### src/rtl/tsm_pkg.sv
package tsm_pkg;
  typedef enum logic [1:0] {
    ST_ACTIVE  = 2'd0,
    ST_SLEEP   = 2'd1,
    ST_RECOVER = 2'd2,
    ST_ARM     = 2'd3
  } tsm_state_e;
endpackage

### src/rtl/tsm_cycle_timer.sv
module tsm_cycle_timer #(
  parameter int unsigned LIMIT = 16,
  localparam int unsigned CW = (LIMIT > 1) ? $clog2(LIMIT) : 1
) (
  input  logic clk_i,
  input  logic rst_ni,
  input  logic run_i,
  output logic done_o
);
  logic [CW-1:0] cnt_q;
  logic          at_end;

  assign at_end = (cnt_q == CW'(LIMIT - 1));
  assign done_o = run_i && at_end;

  // dropping run clears the count: continuous-run measurement
  always_ff @(posedge clk_i or negedge rst_ni) begin
    if (!rst_ni)                cnt_q <= '0;
    else if (!run_i || at_end)  cnt_q <= '0;
    else                        cnt_q <= cnt_q + 1'b1;
  end
endmodule

### src/rtl/tsm_rise_det.sv
module tsm_rise_det (
  input  logic clk_i,
  input  logic rst_ni,
  input  logic sig_i,
  output logic rise_o
);
  logic sig_q;

  always_ff @(posedge clk_i or negedge rst_ni) begin
    if (!rst_ni) sig_q <= 1'b0;
    else         sig_q <= sig_i;
  end

  assign rise_o = sig_i && !sig_q;
endmodule

### src/rtl/tsm_ctrl_fsm.sv
module tsm_ctrl_fsm
  import tsm_pkg::*;
(
  input  logic       clk_i,
  input  logic       rst_ni,
  input  logic       trig_i,
  input  logic       sense_rise_i,
  input  logic       sleep_done_i,
  input  logic       wake_done_i,
  output tsm_state_e state_o,
  output logic       sleep_run_o,
  output logic       wake_run_o
);
  tsm_state_e state_q, state_d;

  always_comb begin
    state_d = state_q;
    unique case (state_q)
      ST_ACTIVE:  if (sleep_done_i) state_d = ST_SLEEP;
      ST_SLEEP:   if (!trig_i)      state_d = ST_RECOVER;
      ST_RECOVER: begin
        if (trig_i)           state_d = ST_SLEEP;
        else if (wake_done_i) state_d = ST_ARM;
      end
      ST_ARM: begin
        if (trig_i)            state_d = ST_SLEEP;
        else if (sense_rise_i) state_d = ST_ACTIVE;
      end
      default: state_d = ST_ACTIVE;
    endcase
  end

  always_ff @(posedge clk_i or negedge rst_ni) begin
    if (!rst_ni) state_q <= ST_ACTIVE;
    else         state_q <= state_d;
  end

  assign state_o     = state_q;
  assign sleep_run_o = (state_q == ST_ACTIVE) && trig_i;
  assign wake_run_o  = (state_q == ST_RECOVER) && !trig_i;
endmodule

### src/rtl/trig_sleep_mgr.sv
module trig_sleep_mgr
  import tsm_pkg::*;
#(
  parameter int unsigned SLEEP_CYC = 10_000_000,
  parameter int unsigned WAKE_CYC  = 1_000_000
) (
  input  logic clk_i,
  input  logic rst_ni,
  input  logic trig_i,
  input  logic sense_i,
  output logic sleep_o,
  output logic drv_en_o
);
  tsm_state_e state;
  logic sleep_run, wake_run, sleep_done, wake_done, sense_rise;

  tsm_cycle_timer #(.LIMIT(SLEEP_CYC)) u_sleep_tmr (
    .clk_i (clk_i), .rst_ni(rst_ni), .run_i(sleep_run), .done_o(sleep_done)
  );

  tsm_cycle_timer #(.LIMIT(WAKE_CYC)) u_wake_tmr (
    .clk_i (clk_i), .rst_ni(rst_ni), .run_i(wake_run), .done_o(wake_done)
  );

  tsm_rise_det u_sense_rise (
    .clk_i(clk_i), .rst_ni(rst_ni), .sig_i(sense_i), .rise_o(sense_rise)
  );

  tsm_ctrl_fsm u_fsm (
    .clk_i       (clk_i),
    .rst_ni      (rst_ni),
    .trig_i      (trig_i),
    .sense_rise_i(sense_rise),
    .sleep_done_i(sleep_done),
    .wake_done_i (wake_done),
    .state_o     (state),
    .sleep_run_o (sleep_run),
    .wake_run_o  (wake_run)
  );

  assign sleep_o  = (state == ST_SLEEP);
  assign drv_en_o = (state == ST_ACTIVE) && !trig_i;
endmodule

### config.mk
export PLATFORM = sky130hd
export DESIGN_NAME = trig_sleep_mgr
export DESIGN_NICKNAME = d
export VERILOG_FILES = /design/src/rtl/tsm_pkg.sv /design/src/rtl/tsm_cycle_timer.sv /design/src/rtl/tsm_rise_det.sv /design/src/rtl/tsm_ctrl_fsm.sv /design/src/rtl/trig_sleep_mgr.sv
export SDC_FILE = /design/constraint.sdc
export NUM_CORES = 1
export LEC_CHECK = 0
export ABC_AREA = 1
export BUFFER_PORTS_ARGS = -buffer_cell sky130_fd_sc_hd__buf_2
export CAP_MARGIN = 30
export CORE_ASPECT_RATIO = 2
export CORE_MARGIN = 2
export CORE_UTILIZATION = 44
export DETAILED_ROUTE_END_ITERATION = 10
export GPL_TIMING_DRIVEN = 0
export HOLD_SLACK_MARGIN = 0.05
export PLACE_DENSITY = 0.7
export SLEW_MARGIN = 30
export SYNTH_ARGS = -nofsm -noshare
export SYNTH_HDL_FRONTEND = slang
export SYNTH_SLANG_ARGS = --single-unit
### constraint.sdc
create_clock -name clk_i -period 1.7 [get_ports clk_i]
set_clock_uncertainty 0.1 [all_clocks]
set_input_delay 0.51 -clock clk_i [delete_from_list [all_inputs] [get_ports clk_i]]
set_output_delay 0.51 -clock clk_i [all_outputs]
set_load 0.02 [all_outputs]
Word-level counts from Yosys, hierarchy flattened:

Index checks and enable logic that the tools add are counted.
W data, S select, Z words.

* reductions and logical operators: 14
* eq/ne operators: 9
* multiplexer cells: 9
* add/sub/neg operators: 2

Operators with widths (count)
* $add A24 B1 Y24 const B: 1
* $eq A24 B24 Y1 const B: 1
* $mux W24: 1
* $add A20 B1 Y20 const B: 1
* $eq A20 B20 Y1 const B: 1
* $mux W20: 1
* $mux W2: 6
* $pmux W2 S4: 1
* $logic_and A1 B1 Y1: 6
* $eq A2 B2 Y1 const B: 2
* $logic_not A1 Y1: 4
* $ne A2 B2 Y1 const B: 2
* $reduce_and A4 Y1: 1
* $ne A3 B2 Y1 const B: 1
* $ne A3 B3 Y1 const B: 1
* $eq A2 B1 Y1 const B: 1
* $logic_not A2 Y1: 1
* $logic_or A1 B1 Y1: 2

* register bits: 47
* bits of input ports: 4
* output and inout port bits: 2
* word-level logic and storage cells: 38

Logic depth before layout (Yosys ltp):

* word-level depth: 6
* depth in mapped cells: 9
* gate-level depth less buffers: 9

Hierarchy:

A second synthesis with hierarchy kept.

* cell total of the unflattened synthesis: 418
* area total of the unflattened synthesis: 2956.6 um^2

Modules (own cells, without submodules)
* tsm_cycle_timer (u_sleep_tmr): sequential area each 600.6 um^2, cells each 224, times used 1, area each 1531.5 um^2
* tsm_cycle_timer (u_wake_tmr): sequential area each 500.5 um^2, cells each 159, times used 1, area each 1204.9 um^2
* tsm_ctrl_fsm: sequential area each 50.0 um^2, cells each 27, times used 1, area each 163.9 um^2
* tsm_rise_det: sequential area each 25.0 um^2, cells each 3, times used 1, area each 35.0 um^2
* trig_sleep_mgr: sequential area each 0.0 um^2, cells each 5, times used 1, area each 21.3 um^2

Least setup slack after synthesis:

No wires, ideal clock.

* path type: flip-flop to output port
* start: register u_fsm.state_q[1] (netlist: u_fsm.state_o[1])
* end: output drv_en_o
* buffers on the path: 0
* arrival: 904 ps
* slack: 186 ps
* stages on the path, launching flop included: 4
* data required time: 1090 ps
* cell sequence: dfrtp_1 > nor2_1 > inv_1 > nor2_1

* cells in the longest elaborated chain, start to end: 2

RTL lines
* start, declared: RTL line tsm_ctrl_fsm.sv:14 `tsm_state_e state_q, state_d;`
* start signal, assigned: RTL line tsm_ctrl_fsm.sv:35 `else state_q <= state_d;`
* $logic_not A2 Y1: RTL line trig_sleep_mgr.sv:42 `assign drv_en_o = (state == ST_ACTIVE) && !trig_i;`
* $logic_and A1 B1 Y1: RTL line trig_sleep_mgr.sv:42
* end, declared: RTL line trig_sleep_mgr.sv:12 `output logic drv_en_o`

No other way between the ends.

Worst setup path in the final report:

* start: register u_fsm.state_q[0] (netlist: u_fsm.state_o[0])
* end: output drv_en_o

The elaborated chain is that of the path after synthesis.

==> out/results.ini <==
[sta]
fmax_ghz=0.571
hold_ws_ps=132
drv_slew=0
tightest_slew_ps=609
setup_viol=1
layout_setup_ws_ps=-51.1
rsz0062_at_grt=true
relSlewSlack=0.594
final_hold_viol_count=0
finalCritPeriodShare=1.03
min_period_ps=1750

[detailed_routing]
remaining_drc_errors=0
num_vias=2399
drt_wl_total_mm=6.30
ant_nets=0
drtIter0Drc=120
via_per_inst=5.32
post_drt_wl_per_cell_um=14.0
dr.pass1.iters=4

[worst_setup_path]
arrival_ps=1140
cpLargestDelayFamily=flip-flops
r2r-start=u_wake_tmr.cnt_q[1]
crit_type=flop to primary output
slowest_delay_ps=400
r2r_slack_ps=100
crit_path_max_fanout=3
worst_setup_path_end_kind=primary output
r2r-end=u_fsm.state_o[1]
slowest_stage=dfrtp_1
cp_num_buf_inv=2
cp-startpoint=u_fsm.state_o[0]
crit_chain=nor2_2 > inv_2 > nor2_4 > buf_6
crit_path_start_kind=flop
required_ps=1090
r2r_cells=8

[clocking]
cts_sinks=47
path_clk_slew_ps=60
clk-insertion-delay-late_ps=280
cts_made_buffers=5
cts_tree=done
h-tree-depth=2
clk_path_buf_depth=2
clock-root-buffer=clkbuf_16

[job]
cap_violations=0

[finish]
layout_common_cells=86 x nor2_1, 73 x nand2_1, 47 x dfrtp_1, 40 x inv_1, 18 x nand3_1
layout_commonest_cell=nor2_1
multiInputGateArea_um2=1420
num-fill-cells=576
area_growth_pct=15.9
finalNonFillerCells=451
drive_gt1_frac=0.168
regArea_um2=1180
fin_nets=393
antennaDiodeCount=0

[placement]
gp_congestion=0.926
hpwlAfterDp_mm=4.65
io_buffers=5
dp.cells=434

[outcome]
status=finished, violations left
violations=setup timing

[logic_synthesis]
yosys.cell_types.count=27
postSynthCellCount=366
netlist_area_um2=2700
ys_warn_count=0
synth_seq_cells=47
yosysSeqAreaShare=0.436
syn_nets=372
avgSynthCellArea_um2=7.37

[floorplan]
fp.dieH_um=115
start_util=0.453
io_pins=6
core_um2=5960
die-area_um2=6810
fp-row-count=40
die_width_um=59.4

[grt]
grt.overflow.total=0
grt_max_degree=48
grt.total_usage=0.203
antenna_found_initial=0
grt_first_pass_wirelength_mm=10.5
grt_pass1_vias=2404

[pwr]
irDropWorstVdd_mv=0.462
power.leakage_nw=1.29
power_per_cell_area_nw_per_um2=916
report.power.total_mw=2.86

[hold_path]
hp-class=primary input to async pin

-- through the flow --
stage	setup TNS, ps	cell area (um2)	setup slack, ps	util
2_1_floorplan	0	2700	186	-
3_3_place_gp	-22.6	2800	-22.6	0.470
3_5_place_dp	-158	2800	-33.0	0.471
4_1_cts	-67.4	3000	-67.4	0.504
5_1_grt	-171	3130	-95.1	0.525
6_report	-51.1	3130	-51.1	0.525
-- power by group --
part / leakage [nW] / switching (mW) / internal [mW] / total [mW]
sequential: 0.652 / 0.0454 / 1.17 / 1.21
clock: 0.0761 / 0.413 / 0.626 / 1.04
combinational: 0.561 / 0.369 / 0.244 / 0.613
total: 1.29 / 0.827 / 2.04 / 2.86
-- how the worst max path moves through the flow --
| stage | end | slack [ps] | depth (start not counted) |
|---|---|---|---|
| final | drv_en_o | -50 | 4 |
| after global routing | drv_en_o | -100 | 4 |
| after CTS | drv_en_o | -70 | 4 |
| after detailed placement | u_fsm.state_o[1] | -30 | 8 |
| after global placement | u_fsm.state_o[1] | -20 | 8 |
| after floorplan | drv_en_o | 190 | 3 |
-- cell type report --
type | instances | share of cell area
Tap cell | 63 | 0.0252
Multi-Input combinational cell | 272 | 0.453
Buffer | 2 | 0.00600
Clock buffer | 7 | 0.0488
Timing Repair Buffer | 14 | 0.0344
Clock inverter | 1 | 0.00240
Sequential cell | 47 | 0.376
Inverter | 45 | 0.0540
-- per-layer routing --
layer | wire, um | global-route usage | up-vias
met2 | 3590 | 0.382 | 60
met4 | 375 | 0.141 | 0
li1 | - | - | 1191
met1 | 2210 | 0.191 | 1119
met3 | 130 | 0.0215 | 29
met5 | 0 | 0 | -
-- sequential cells by signal (all words and copies together) (netlist names) --
name	count
u_sleep_tmr.cnt_q	24
u_wake_tmr.cnt_q	20
u_fsm.state_o	2
u_sense_rise.sig_q	1
-- repair_timing --
action | 4_1_cts | 5_1_grt
pin swaps | 0 | 7
gates resized for setup | 6 | 21
hold buffers | 0 | 0
setup endpoints to repair | 15 | 34
setup buffers | 2 | 7
gates cloned | 0 | 0
endpoints found under the hold margin | 0 | 0
-- synth_stat cells --
master | count | area (um2)
nor3b_1 | 3 | 22.5
nand3_2 | 5 | 50.1
nand4_1 | 9 | 56.3
o21ai_0 | 6 | 30.0
nand2_2 | 5 | 31.3
a21oi_1 | 9 | 45.0
inv_2 | 3 | 11.3
buf_6 | 1 | 11.3
o22ai_1 | 1 | 6.26
nor3b_2 | 2 | 25.0
nand2_1 | 74 | 278
o21ai_1 | 1 | 5.00
nor3_4 | 1 | 16.3
nand3b_1 | 1 | 7.51
nor2_2 | 4 | 25.0
ha_1 | 2 | 25.0
nand2_4 | 1 | 11.3
xnor2_1 | 4 | 35.0
nand3_1 | 20 | 100
inv_1 | 42 | 158
nor3_2 | 1 | 10.0
xor2_1 | 10 | 87.6
nor2_1 | 95 | 357
nor3_1 | 15 | 75.1
buf_4 | 1 | 7.51
nor2_4 | 3 | 33.8
dfrtp_1 | 47 | 1180
-- worst register-to-register path, stage by stage, from the launching register on --
cell and delay (ps):
dfrtp_1 390, ha_2 210, nand3_2 130, nor2_2 150
nand3_1 120, nand2_4 130, inv_2 80, a21oi_1 120
nand2_1 60
-- kinds of logic after synthesis --
family          count (synthesis)  synth area share
flops                          47             0.436
compound gates                 17            0.0320
fa+ha+maj                       2           0.00928
buf+inv                        47            0.0696
xor+xnor                       14            0.0455
simple gates                  239             0.407
Power figures use the tool's default switching activity.
